**src/rtl/isa_claim_pkg.sv**
```systemverilog
package isa_claim_pkg;

    typedef enum logic {
        ST_IDLE = 1'b0,
        ST_HELD = 1'b1
    } claim_state_e;

    // Memory read, write, read multiple, read line, write and invalidate
    function automatic logic is_mem_cmd(input logic [3:0] cmd_n);
        unique case (cmd_n)
            4'b0110, 4'b0111, 4'b1100, 4'b1110, 4'b1111: is_mem_cmd = 1'b1;
            default:                                     is_mem_cmd = 1'b0;
        endcase
    endfunction

endpackage

```
**src/rtl/isa_grant_sense.sv**
```systemverilog
module isa_grant_sense #(
    parameter int NUM_AGENTS = 4
) (
    input  logic [NUM_AGENTS-1:0] gnt_n_i,
    output logic                  no_agent_o
);
    // Every external agent deasserted its grant: the ISA bridge owns the bus
    always_comb no_agent_o = &gnt_n_i;
endmodule

```
**src/rtl/isa_addr_map.sv**
```systemverilog
module isa_addr_map #(
    parameter int AW = 32
) (
    input  logic [AW-1:0] ad_i,
    input  logic [3:0]    cbe_n_i,
    input  logic          isa_flag_i,
    input  logic          self_init_i,
    input  logic [AW-1:0] limit_i,
    output logic [AW-1:0] mapped_o,
    output logic          claim_o
);
    import isa_claim_pkg::*;

    localparam int          TOP  = AW - 1;
    localparam logic [AW-1:0] FLIP = {1'b1, {(AW-1){1'b0}}};

    logic window_hit;

    always_comb begin
        if (isa_flag_i) begin
            mapped_o   = ad_i;
            window_hit = 1'b1;
        end else begin
            mapped_o   = ad_i ^ FLIP;
            window_hit = ad_i[TOP];
        end
        claim_o = !self_init_i && is_mem_cmd(cbe_n_i) && window_hit
                  && (mapped_o < limit_i);
    end
endmodule

```
**src/rtl/isa_cycle_claim.sv**
```systemverilog
module isa_cycle_claim #(
    parameter int AW         = 32,
    parameter int NUM_AGENTS = 4
) (
    input  logic                  clk,
    input  logic                  rst_n,
    input  logic [NUM_AGENTS-1:0] gnt_n_i,
    input  logic                  frame_n_i,
    input  logic                  irdy_n_i,
    input  logic [3:0]            cbe_n_i,
    input  logic [AW-1:0]         ad_i,
    input  logic                  self_init_i,
    input  logic [AW-1:0]         mem_limit_i,
    output logic                  ign_ad31_o,
    output logic                  claim_o,
    output logic [AW-1:0]         sys_addr_o
);
    import isa_claim_pkg::*;

    claim_state_e  state_q, state_d;
    logic          flag_now, claim_now;
    logic [AW-1:0] mapped_now;
    logic          flag_q, claim_q;
    logic [AW-1:0] addr_q;
    logic          addr_seen, bus_idle;

    isa_grant_sense #(.NUM_AGENTS(NUM_AGENTS)) u_sense (
        .gnt_n_i    (gnt_n_i),
        .no_agent_o (flag_now)
    );

    isa_addr_map #(.AW(AW)) u_map (
        .ad_i        (ad_i),
        .cbe_n_i     (cbe_n_i),
        .isa_flag_i  (flag_now),
        .self_init_i (self_init_i),
        .limit_i     (mem_limit_i),
        .mapped_o    (mapped_now),
        .claim_o     (claim_now)
    );

    always_comb begin
        addr_seen = !frame_n_i;
        bus_idle  = frame_n_i && irdy_n_i;
    end

    // Next-state logic
    always_comb begin
        state_d = state_q;
        unique case (state_q)
            ST_IDLE: if (addr_seen) state_d = ST_HELD;
            ST_HELD: if (bus_idle)  state_d = ST_IDLE;
            default:                state_d = ST_IDLE;
        endcase
    end

    // State register
    always_ff @(posedge clk or negedge rst_n) begin
        if (!rst_n) state_q <= ST_IDLE;
        else        state_q <= state_d;
    end

    // Decode capture at the address clock
    always_ff @(posedge clk or negedge rst_n) begin
        if (!rst_n) begin
            flag_q  <= 1'b0;
            claim_q <= 1'b0;
            addr_q  <= '0;
        end else if (state_q == ST_IDLE && addr_seen) begin
            flag_q  <= flag_now;
            claim_q <= claim_now;
            addr_q  <= mapped_now;
        end
    end

    // Outputs
    always_comb begin
        unique case (state_q)
            ST_HELD: begin
                ign_ad31_o = flag_q;
                claim_o    = claim_q;
                sys_addr_o = addr_q;
            end
            default: begin
                ign_ad31_o = 1'b0;
                claim_o    = 1'b0;
                sys_addr_o = '0;
            end
        endcase
    end
endmodule

```
**config.mk**
```make
export PLATFORM = sky130hd
export DESIGN_NAME = isa_cycle_claim
export DESIGN_NICKNAME = d
export VERILOG_FILES = /design/src/rtl/isa_claim_pkg.sv /design/src/rtl/isa_grant_sense.sv /design/src/rtl/isa_addr_map.sv /design/src/rtl/isa_cycle_claim.sv
export SDC_FILE = /design/constraint.sdc
export NUM_CORES = 1
export LEC_CHECK = 0
export ABC_AREA = 0
export BUFFER_PORTS_ARGS = -buffer_cell sky130_fd_sc_hd__buf_4
export CAP_MARGIN = 40
export CORE_AREA = 4 4 79 81
export CTS_BUF_LIST = sky130_fd_sc_hd__clkbuf_4 sky130_fd_sc_hd__clkbuf_8
export CTS_CLUSTER_DIAMETER = 50
export DETAILED_ROUTE_END_ITERATION = 8
export DIE_AREA = 0 0 83 85
export PLACE_DENSITY = 0.89
export SLEW_MARGIN = 10
export SYNTH_ARGS = -nofsm -noshare
export SYNTH_HDL_FRONTEND = slang
export SYNTH_HIERARCHICAL = 1
export SYNTH_SLANG_ARGS = --single-unit
export TNS_END_PERCENT = 30
```
**constraint.sdc**
```tcl
create_clock -name clk -period 1.8 [get_ports clk]
set_input_delay 0.09 -clock clk [delete_from_list [all_inputs] [get_ports clk]]
set_output_delay 0.09 -clock clk [all_outputs]
set_load 0.05 [all_outputs]
```
==> impl_metrics.toml, run 1 <==
[floorplan]
chipHeight_um = 85
placementRows = 27
start_util_pct = 50.5
core_um2 = 5470
io_pins = 111
die_w_um = 83
dieArea_um2 = 7060

[final_layout]
drive_above_1_share_pct = 46.7
layout.nets = 455
area_growth_pct = 26.4
diodes = 0

[yosys]
synth_warnings = 6
ys_dominant_reg_cell = "dfrtp_1"
yosys_register_bits = 35
synth_edf_count = 0
synthArstFlopShare_pct = 100
ys_seq_area_share_pct = 31.7
syn_area_um2 = 2770
synth_commonest_cells = "inv_1 (37), dfrtp_1 (35), ha_1 (32)"
yosysMostFrequentCell = "inv_1"
ys_top_cells_by_area = "dfrtp_1 (32%), mux2_4 (16%), ha_1 (14%), buf_4 (8.4%), and2_1 (6.8%)"
syn_nets = 371
avgSynthCellArea_um2 = 10.6
synth_cell_types = 30
synthCells = 262
synth_area_leader_cell = "dfrtp_1"
synth_top_area_share_pct = 31.7

[power]
leakagePower_nw = 1.90
irDropWorstVdd_mv = 0.411
powerDensity_nw_per_um2 = 815

[detailed_routing]
firstDrtPassIters = 4
wl_um = 6060
via_count = 2059
ant_nets = 0
routedWlPerCell_um = 14.5
drt_iter0_drc = 22
vias_per_cell = 4.94
drc_errors = 0

[setup_path]
rrSetupSlack_ns = 0.45
crit_type = "in -> reg"
startpoint_type = "primary input"
cpMaxStageDelayCell = "ha_1"
path_cells = "buf_4 > and4_1 > inv_1 > ha_1 > inv_1 > ha_1 > and4_1 > nand2_1 > o2111ai_1 > a21oi_2 > mux2_4"
cpPeakStageDelay_ns = 0.27
critPathArrivalTime_ns = 1.88
endpoint_kind = "flip-flop"
crit_required_ns = 1.96
path_max_fanout = 2

[hold_path]
hp-class = "in -> reg"

[sta]
period_minus_slack_ns = 1.72
finalHoldViolCount = 0
rsz0062_at_grt = "no"
drv_slew = 0
max_slew_margin_pct = 69.5
setup_ws_ns = 0.0840
setup_viol = 0
finClkSkew_ns = 0.00196
setup_tns_ns = 0
tightest_slew_ns = 0.457
period_share_pct = 95.3
fmax_ghz = 0.583

[grt]
grt_max_degree = 36
overflow = 0
grt_pass1_vias = 2279
antenna_found_initial = 0
track_usage_pct = 17.8
grt_pass1_wl_um = 10300

[placement]
port-buffer-count = 110
gp_congestion = 0.793
dpl.hpwl_um = 4960
post-place-ws_ns = -0.207

[clocking]
cts-root-buf = "clkbuf_8"
cts_resized = 0
post-cts-setup-buffer-count = 0
h-tree-depth = 2
cts_buffer_depth = 2
cts.sinks = 35
clk_latency_ns = 0.27
cts_tree = "built"
numCtsBuffers = 5
path_clk_slew_ns = 0.07

[outcome]
status = "finished, final reports clean"

[job]
maxCapViolations = 0
==> routing by layer <==
layer / GRT usage [%] / wire length (um)
met1: 18.5 / 2320
met2: 35.0 / 3270
met3: 5.92 / 406
met4: 3.42 / 69
met5: 0 / 0
==> stage by stage <==
step	utilization, %	instance area (um^2)	total power (W)	hold WS (ns)	std cells
after floorplan	-	2770	0.00194	-0.206	262
after global placement	62.3	3410	0.00230	0.0723	410
after detailed placement	62.3	3410	0.00234	0.0772	410
after CTS	63.9	3490	0.00288	0.000414	417
after global routing	63.9	3490	0.00302	0.00778	417
final	63.9	3490	0.00285	0.00737	417
==> repair_timing <==
item / in CTS / in global routing
endpoints found under the hold margin: 35 / 0
hold buffers: 1 / 0
setup endpoints to repair: 0 / 0
==> final timing paths <==
| kind | from | to | cells after the start |
|---|---|---|---|
| setup / recovery | gnt_n_i[2] | claim_q$_DFFE_PN0P_ | 11 |
| hold / removal | irdy_n_i | state_q$_DFF_PN0_ | 2 |
| setup reg to reg | state_q$_DFF_PN0_ | addr_q[21]$_DFFE_PN0P_ | 3 |
| hold reg to reg | addr_q[22]$_DFFE_PN0P_ | addr_q[22]$_DFFE_PN0P_ | 1 |
| max in group asynchronous | rst_n | addr_q[29]$_DFFE_PN0P_ | 2 |
| min in group asynchronous | rst_n | addr_q[12]$_DFFE_PN0P_ | 2 |
==> flip-flops by register name, indices dropped and copies added (netlist names) <==
register	flops
addr_q	32
claim_q	1
flag_q	1
state_q	1
==> cell usage in the layout, fill, tap and decap left out, types with 2 or more instances in the layout <==
cell type and n:
buf_4 113, inv_1 37, dfrtp_1 35, ha_1 32
and2_1 30, mux2_4 30, a21oi_1 11, nand2_1 8
o21ai_0 5, clkbuf_8 5, and2_2 4, mux2_2 4
nor2_1 4, and4_1 4, nand4_1 3, a211o_1 3
nand2b_1 2, nand3_1 2
==> where the power goes <==
group          leakage, nW  internal [W]  switching, W  total (W)
sequential           0.414      0.000931     0.0000785    0.00101
clock               0.0406      0.000273      0.000256   0.000529
combinational         1.44      0.000585      0.000724    0.00131
==> cell families after synthesis <==
group	count (synthesis)	synth area share (%)
buffers and inverters	75	16.4
and+or+nand+nor	60	13.4
DFF	35	31.7
muxes	34	17.9
adders and majority gates	32	14.5
AOI/OAI and AO/OA	26	6.06
==> worst max-delay path, delay by kind of cell <==
| family | cells | cell delay (ns) |
|---|---|---|
| simple gates | 3 | 0.52 |
| compound gates | 2 | 0.30 |
| mux | 1 | 0.25 |
| fa+ha+maj | 2 | 0.54 |
| buf+inv | 3 | 0.18 |
==> layout make-up <==
cell class | count | area [um^2]
multi-input cells | 152 | 1440
fillers | 480 | 1980
repair buffers | 115 | 878
clock buffers | 6 | 76.3
well taps | 72 | 90.1
inverters | 37 | 139
flip-flops and latches | 35 | 876
No activity file was read; power rests on OpenSTA's default activity.
==> run 2, diff against run 1 <==
--- a/config.mk
+++ b/config.mk
@@ -14,6 +14,7 @@
 export DETAILED_ROUTE_END_ITERATION = 8
 export DIE_AREA = 0 0 83 85
 export PLACE_DENSITY = 0.89
+export RECOVER_POWER = 50
 export SLEW_MARGIN = 10
 export SYNTH_ARGS = -nofsm -noshare
 export SYNTH_HDL_FRONTEND = slang
==> impl_metrics.toml, run 2 (synthesis results as in run 1) <==
[grt]
grt_pass1_vias = 2279
antenna_found_initial = 0
track_usage_pct = 17.8
overflow = 0
grt_pass1_wl_um = 10300
grt_max_degree = 36

[hold_path]
whs_path_depth = 2
hp-class = "in -> reg"

[final_layout]
layout.nets = 455
diodes = 0
top_register = "addr_q"
drive_above_1_share_pct = 42.9
fillerInstances = 492
final_common_cell = "buf_4"
area_growth_pct = 24.0
fin_util_pct = 62.6
largest_reg_flops = 32
final_cell_mix = "buf_4 (112), inv_1 (37), dfrtp_1 (35)"

[setup_path]
endpoint_kind = "flip-flop"
critPathArrivalTime_ns = 1.88
path_max_fanout = 2
cpMaxStageDelayCell = "ha_1"
path_depth = 11
startpoint_type = "primary input"
cpPeakStageDelay_ns = 0.27
reg2regPathDepth = 3
path_delay_family = "adder cells"
path_cells = "buf_4 > and4_1 > inv_1 > ha_1 > inv_1 > ha_1 > and4_1 > nand2_1 > o2111ai_1 > a21oi_2 > mux2_4"
crit_type = "in -> reg"
crit_buf_inv = 3
crit_required_ns = 1.97

[job]
maxCapViolations = 0

[clocking]
clk_latency_ns = 0.28
cts_buffer_depth = 2
cts.sinks = 35
post-cts-setup-buffer-count = 0
cts_tree = "built"
path_clk_slew_ns = 0.07
numCtsBuffers = 5
h-tree-depth = 2
cts-root-buf = "clkbuf_8"

[floorplan]
io_pins = 111
placementRows = 27
core_um2 = 5470
die_w_um = 83
dieArea_um2 = 7060
chipHeight_um = 85
start_util_pct = 50.5

[sta]
finalHoldViolCount = 0
period_minus_slack_ns = 1.71
setup_ws_ns = 0.0852
period_share_pct = 95.3
fmax_ghz = 0.583
rsz0062_at_grt = "no"
max_slew_margin_pct = 40.5
finClkSkew_ns = 0.00359
setup_viol = 0
drv_slew = 0
tightest_slew_ns = 0.892

[placement]
dpl.hpwl_um = 4960
post-place-ws_ns = -0.207
gp_congestion = 0.793
port-buffer-count = 110

[power]
powerDensity_nw_per_um2 = 813
irDropWorstVdd_mv = 0.408
leakagePower_nw = 1.85

[detailed_routing]
drt_iter0_drc = 22
vias_per_cell = 4.92
firstDrtPassIters = 3
wl_um = 6050
via_count = 2050
ant_nets = 0
routedWlPerCell_um = 14.5
drc_errors = 0

[outcome]
status = "finished, final reports clean"
## run 2: per-stage QoR
step | hold slack, ns | std cells | power [W] | cell area, um^2 | setup TNS [ns]
floorplan | -0.206 | 262 | 0.00194 | 2770 | 0
global placement | 0.0723 | 410 | 0.00230 | 3410 | -0.0951
detailed placement | 0.0772 | 410 | 0.00234 | 3410 | -0.207
CTS | 0.000414 | 417 | 0.00288 | 3490 | 0
global route | 0.00778 | 417 | 0.00296 | 3430 | 0
finish | 0.00998 | 417 | 0.00279 | 3430 | 0
## run 2: repair_timing
item | 4_1_cts | 5_1_grt
endpoints found under the hold margin | 35 | 0
hold buffers | 1 | 0
resized for setup | 0 | 0
## run 2: per-layer routing
layer	track usage (%)	share of wire [%]
met5	0	0
met4	3.42	1.1
met3	5.92	6.6
met2	35.0	54
met1	18.5	38
## run 2: final cells by class
type,count,area [um^2],share of cell area [%]
repair buffers,115,861,25.1
multi-input cells,152,1390,40.4
inverters,37,139,4.05
clock buffers,6,76.3,2.23
well taps,72,90.1,2.63
flip-flops and latches,35,876,25.5
## run 2: worst paths after layout
kind	slack [ns]	to	start
min in group asynchronous	0.47	addr_q[12]$_DFFE_PN0P_	rst_n
max reg2reg	0.26	addr_q[14]$_DFFE_PN0P_	state_q$_DFF_PN0_
max in group asynchronous	0.78	addr_q[30]$_DFFE_PN0P_	rst_n
min reg2reg	0.48	addr_q[7]$_DFFE_PN0P_	addr_q[7]$_DFFE_PN0P_
max	0.09	claim_q$_DFFE_PN0P_	gnt_n_i[2]
min	0.01	state_q$_DFF_PN0_	irdy_n_i
## run 2: where the power goes
| part | switching [W] | internal (W) |
|---|---|---|
| clock network | 0.000254 | 0.000273 |
| logic | 0.000720 | 0.000536 |
| registers | 0.0000737 | 0.000930 |
==> run 3, diff against run 2 <==
--- a/config.mk
+++ b/config.mk
@@ -8,16 +8,15 @@
 export ABC_AREA = 0
 export BUFFER_PORTS_ARGS = -buffer_cell sky130_fd_sc_hd__buf_4
 export CAP_MARGIN = 40
-export CORE_AREA = 4 4 79 81
+export CORE_AREA = 4 4 76 78
 export CTS_BUF_LIST = sky130_fd_sc_hd__clkbuf_4 sky130_fd_sc_hd__clkbuf_8
 export CTS_CLUSTER_DIAMETER = 50
 export DETAILED_ROUTE_END_ITERATION = 8
-export DIE_AREA = 0 0 83 85
-export PLACE_DENSITY = 0.89
+export DIE_AREA = 0 0 80 82
+export PLACE_DENSITY = 0.8
 export RECOVER_POWER = 50
 export SLEW_MARGIN = 10
 export SYNTH_ARGS = -nofsm -noshare
 export SYNTH_HDL_FRONTEND = slang
-export SYNTH_HIERARCHICAL = 1
 export SYNTH_SLANG_ARGS = --single-unit
 export TNS_END_PERCENT = 30
==> impl_metrics.toml, run 3 <==
[detailed_routing]
ant_nets = 0
wl_um = 6130
vias_per_cell = 4.64
drc_errors = 0
drt_iter0_drc = 51
via_count = 2240
routedWlPerCell_um = 12.7
firstDrtPassIters = 4

[final_layout]
largest_reg_flops = 32
final_cell_mix = "buf_4 (106), nand2_1 (99), inv_1 (37)"
top_register = "addr_q"
fin_util_pct = 66.3
fillerInstances = 498
layout.nets = 521
drive_above_1_share_pct = 29.1
final_common_cell = "buf_4"
area_growth_pct = 41.3
diodes = 0

[floorplan]
start_util_pct = 46.9
chipHeight_um = 82
core_um2 = 5070
dieArea_um2 = 6560
placementRows = 26
io_pins = 111
die_w_um = 80

[grt]
grt_pass1_wl_um = 10400
overflow = 0
grt_pass1_vias = 2313
track_usage_pct = 20.0
antenna_found_initial = 0
grt_max_degree = 36

[yosys]
ys_seq_area_share_pct = 36.8
synth_commonest_cells = "nand2_1 (99), inv_1 (37), and2_1 (35), dfrtp_1 (35), ha_1 (32)"
syn_area_um2 = 2380
yosysMostFrequentCell = "nand2_1"
synthCells = 297
synth_area_leader_cell = "dfrtp_1"
ys_dominant_reg_cell = "dfrtp_1"
avgSynthCellArea_um2 = 8.02
synth_edf_count = 0
synthArstFlopShare_pct = 100
yosys_register_bits = 35
synth_warnings = 0
synth_cell_types = 28
ys_top_cells_by_area = "dfrtp_1 (37%), ha_1 (17%), nand2_1 (16%), and2_1 (9.2%), inv_1 (5.8%)"
syn_nets = 406
synth_top_area_share_pct = 36.8

[sta]
finClkSkew_ns = 0.00453
period_share_pct = 85.9
setup_viol = 0
tightest_slew_ns = 0.864
setup_ws_ns = 0.253
setup_tns_ns = 0
fmax_ghz = 0.646
rsz0062_at_grt = "no"
max_slew_margin_pct = 42.4
drv_slew = 0
finalHoldViolCount = 0
period_minus_slack_ns = 1.55

[setup_path]
rrSetupSlack_ns = 0.33
worstReg2RegStart = "state_q$_DFF_PN0_"
path_cells = "buf_4 > and2_1 > clkbuf_1"
path_max_fanout = 17
cpMaxStageDelayCell = "clkbuf_1"
critPathArrivalTime_ns = 1.46
startpoint_type = "flip-flop"
endpoint_kind = "primary output"
crit_required_ns = 1.71
path_delay_family = "buffers and inverters"
cpPeakStageDelay_ns = 0.49
crit_buf_inv = 2
crit_type = "reg -> out"
critPathLaunch = "state_q$_DFF_PN0_"

[power]
powerDensity_nw_per_um2 = 769
irDropWorstVdd_mv = 0.461
leakagePower_nw = 1.97

[job]
maxCapViolations = 0

[placement]
gp_congestion = 0.845
post-place-ws_ns = -0.0284
dpl.hpwl_um = 5120
port-buffer-count = 110

[outcome]
status = "finished, final reports clean"

[hold_path]
min_from = "ad_i[6]"
hp-class = "in -> reg"

[clocking]
cts_resized = 0
path_clk_slew_ns = 0.07
cts_tree = "built"
h-tree-depth = 2
clk_latency_ns = 0.28
cts-root-buf = "clkbuf_8"
cts.sinks = 35
cts_buffer_depth = 2
numCtsBuffers = 5
[run 3: final cells by class]
type	instances	area, um^2	share of cell area [%]
Timing Repair Buffer	119	860	25.6
Tap cell	70	87.6	2.60
Clock inverter	1	5.00	0.149
Multi-Input combinational cell	214	1310	39.0
Clock buffer	7	83.8	2.49
Sequential cell	35	876	26.0
Inverter	37	139	4.13
[run 3: report_power, final]
group	leakage, nW	internal (W)	total (W)	switching (W)
clock network	0.0491	0.000302	0.000563	0.000261
registers	0.436	0.000910	0.000965	0.0000556
logic	1.48	0.000396	0.00106	0.000663
[run 3: path summary, 6_finish.rpt]
path | cells after the start | end
worst min register to register | 2 | addr_q[14]$_DFFE_PN0P_
max in group asynchronous | 2 | addr_q[15]$_DFFE_PN0P_
worst max-delay path | 3 | sys_addr_o[25]
min in group asynchronous | 2 | addr_q[26]$_DFFE_PN0P_
worst min-delay path | 3 | addr_q[6]$_DFFE_PN0P_
worst max register to register | 4 | claim_q$_DFFE_PN0P_
[run 3: kinds of logic after synthesis]
| logic type | synth area share, % |
|---|---|
| buf+inv | 8.20 |
| compound gates | 8.67 |
| fa+ha+maj | 16.8 |
| simple gates | 29.5 |
| flops | 36.8 |
[run 3: through the flow]
| stage | power [W] | area [um^2] | hold slack, ns | std cells |
|---|---|---|---|---|
| 2_1_floorplan | 0.00166 | 2380 | -0.206 | 297 |
| 3_3_place_gp | 0.00205 | 3290 | 0.0687 | 473 |
| 3_5_place_dp | 0.00207 | 3290 | 0.0751 | 473 |
| 4_1_cts | 0.00265 | 3400 | 0.00408 | 483 |
| 5_1_grt | 0.00276 | 3360 | 0.00977 | 483 |
| 6_report | 0.00259 | 3360 | 0.0136 | 483 |
[run 3: routing by layer]
metal,up-vias,wire (um),GRT usage [%]
li1,1174,-,-
met1,994,2550,23.6
met2,70,3130,37.4
met3,2,405,3.29
met4,0,41,5.07
met5,-,0,0
[run 3: worst min-delay path, delay by kind of cell]
| kind | cells | cell delay (ns) |
|---|---|---|
| buffers and inverters | 1 | 0.08 |
| AND/OR/NAND/NOR | 2 | 0.08 |
[run 3: what timing repair did]
action,4_1_cts,5_1_grt
endpoints found under the hold margin,36,0
buffers inserted,0,0
hold buffers,2,0
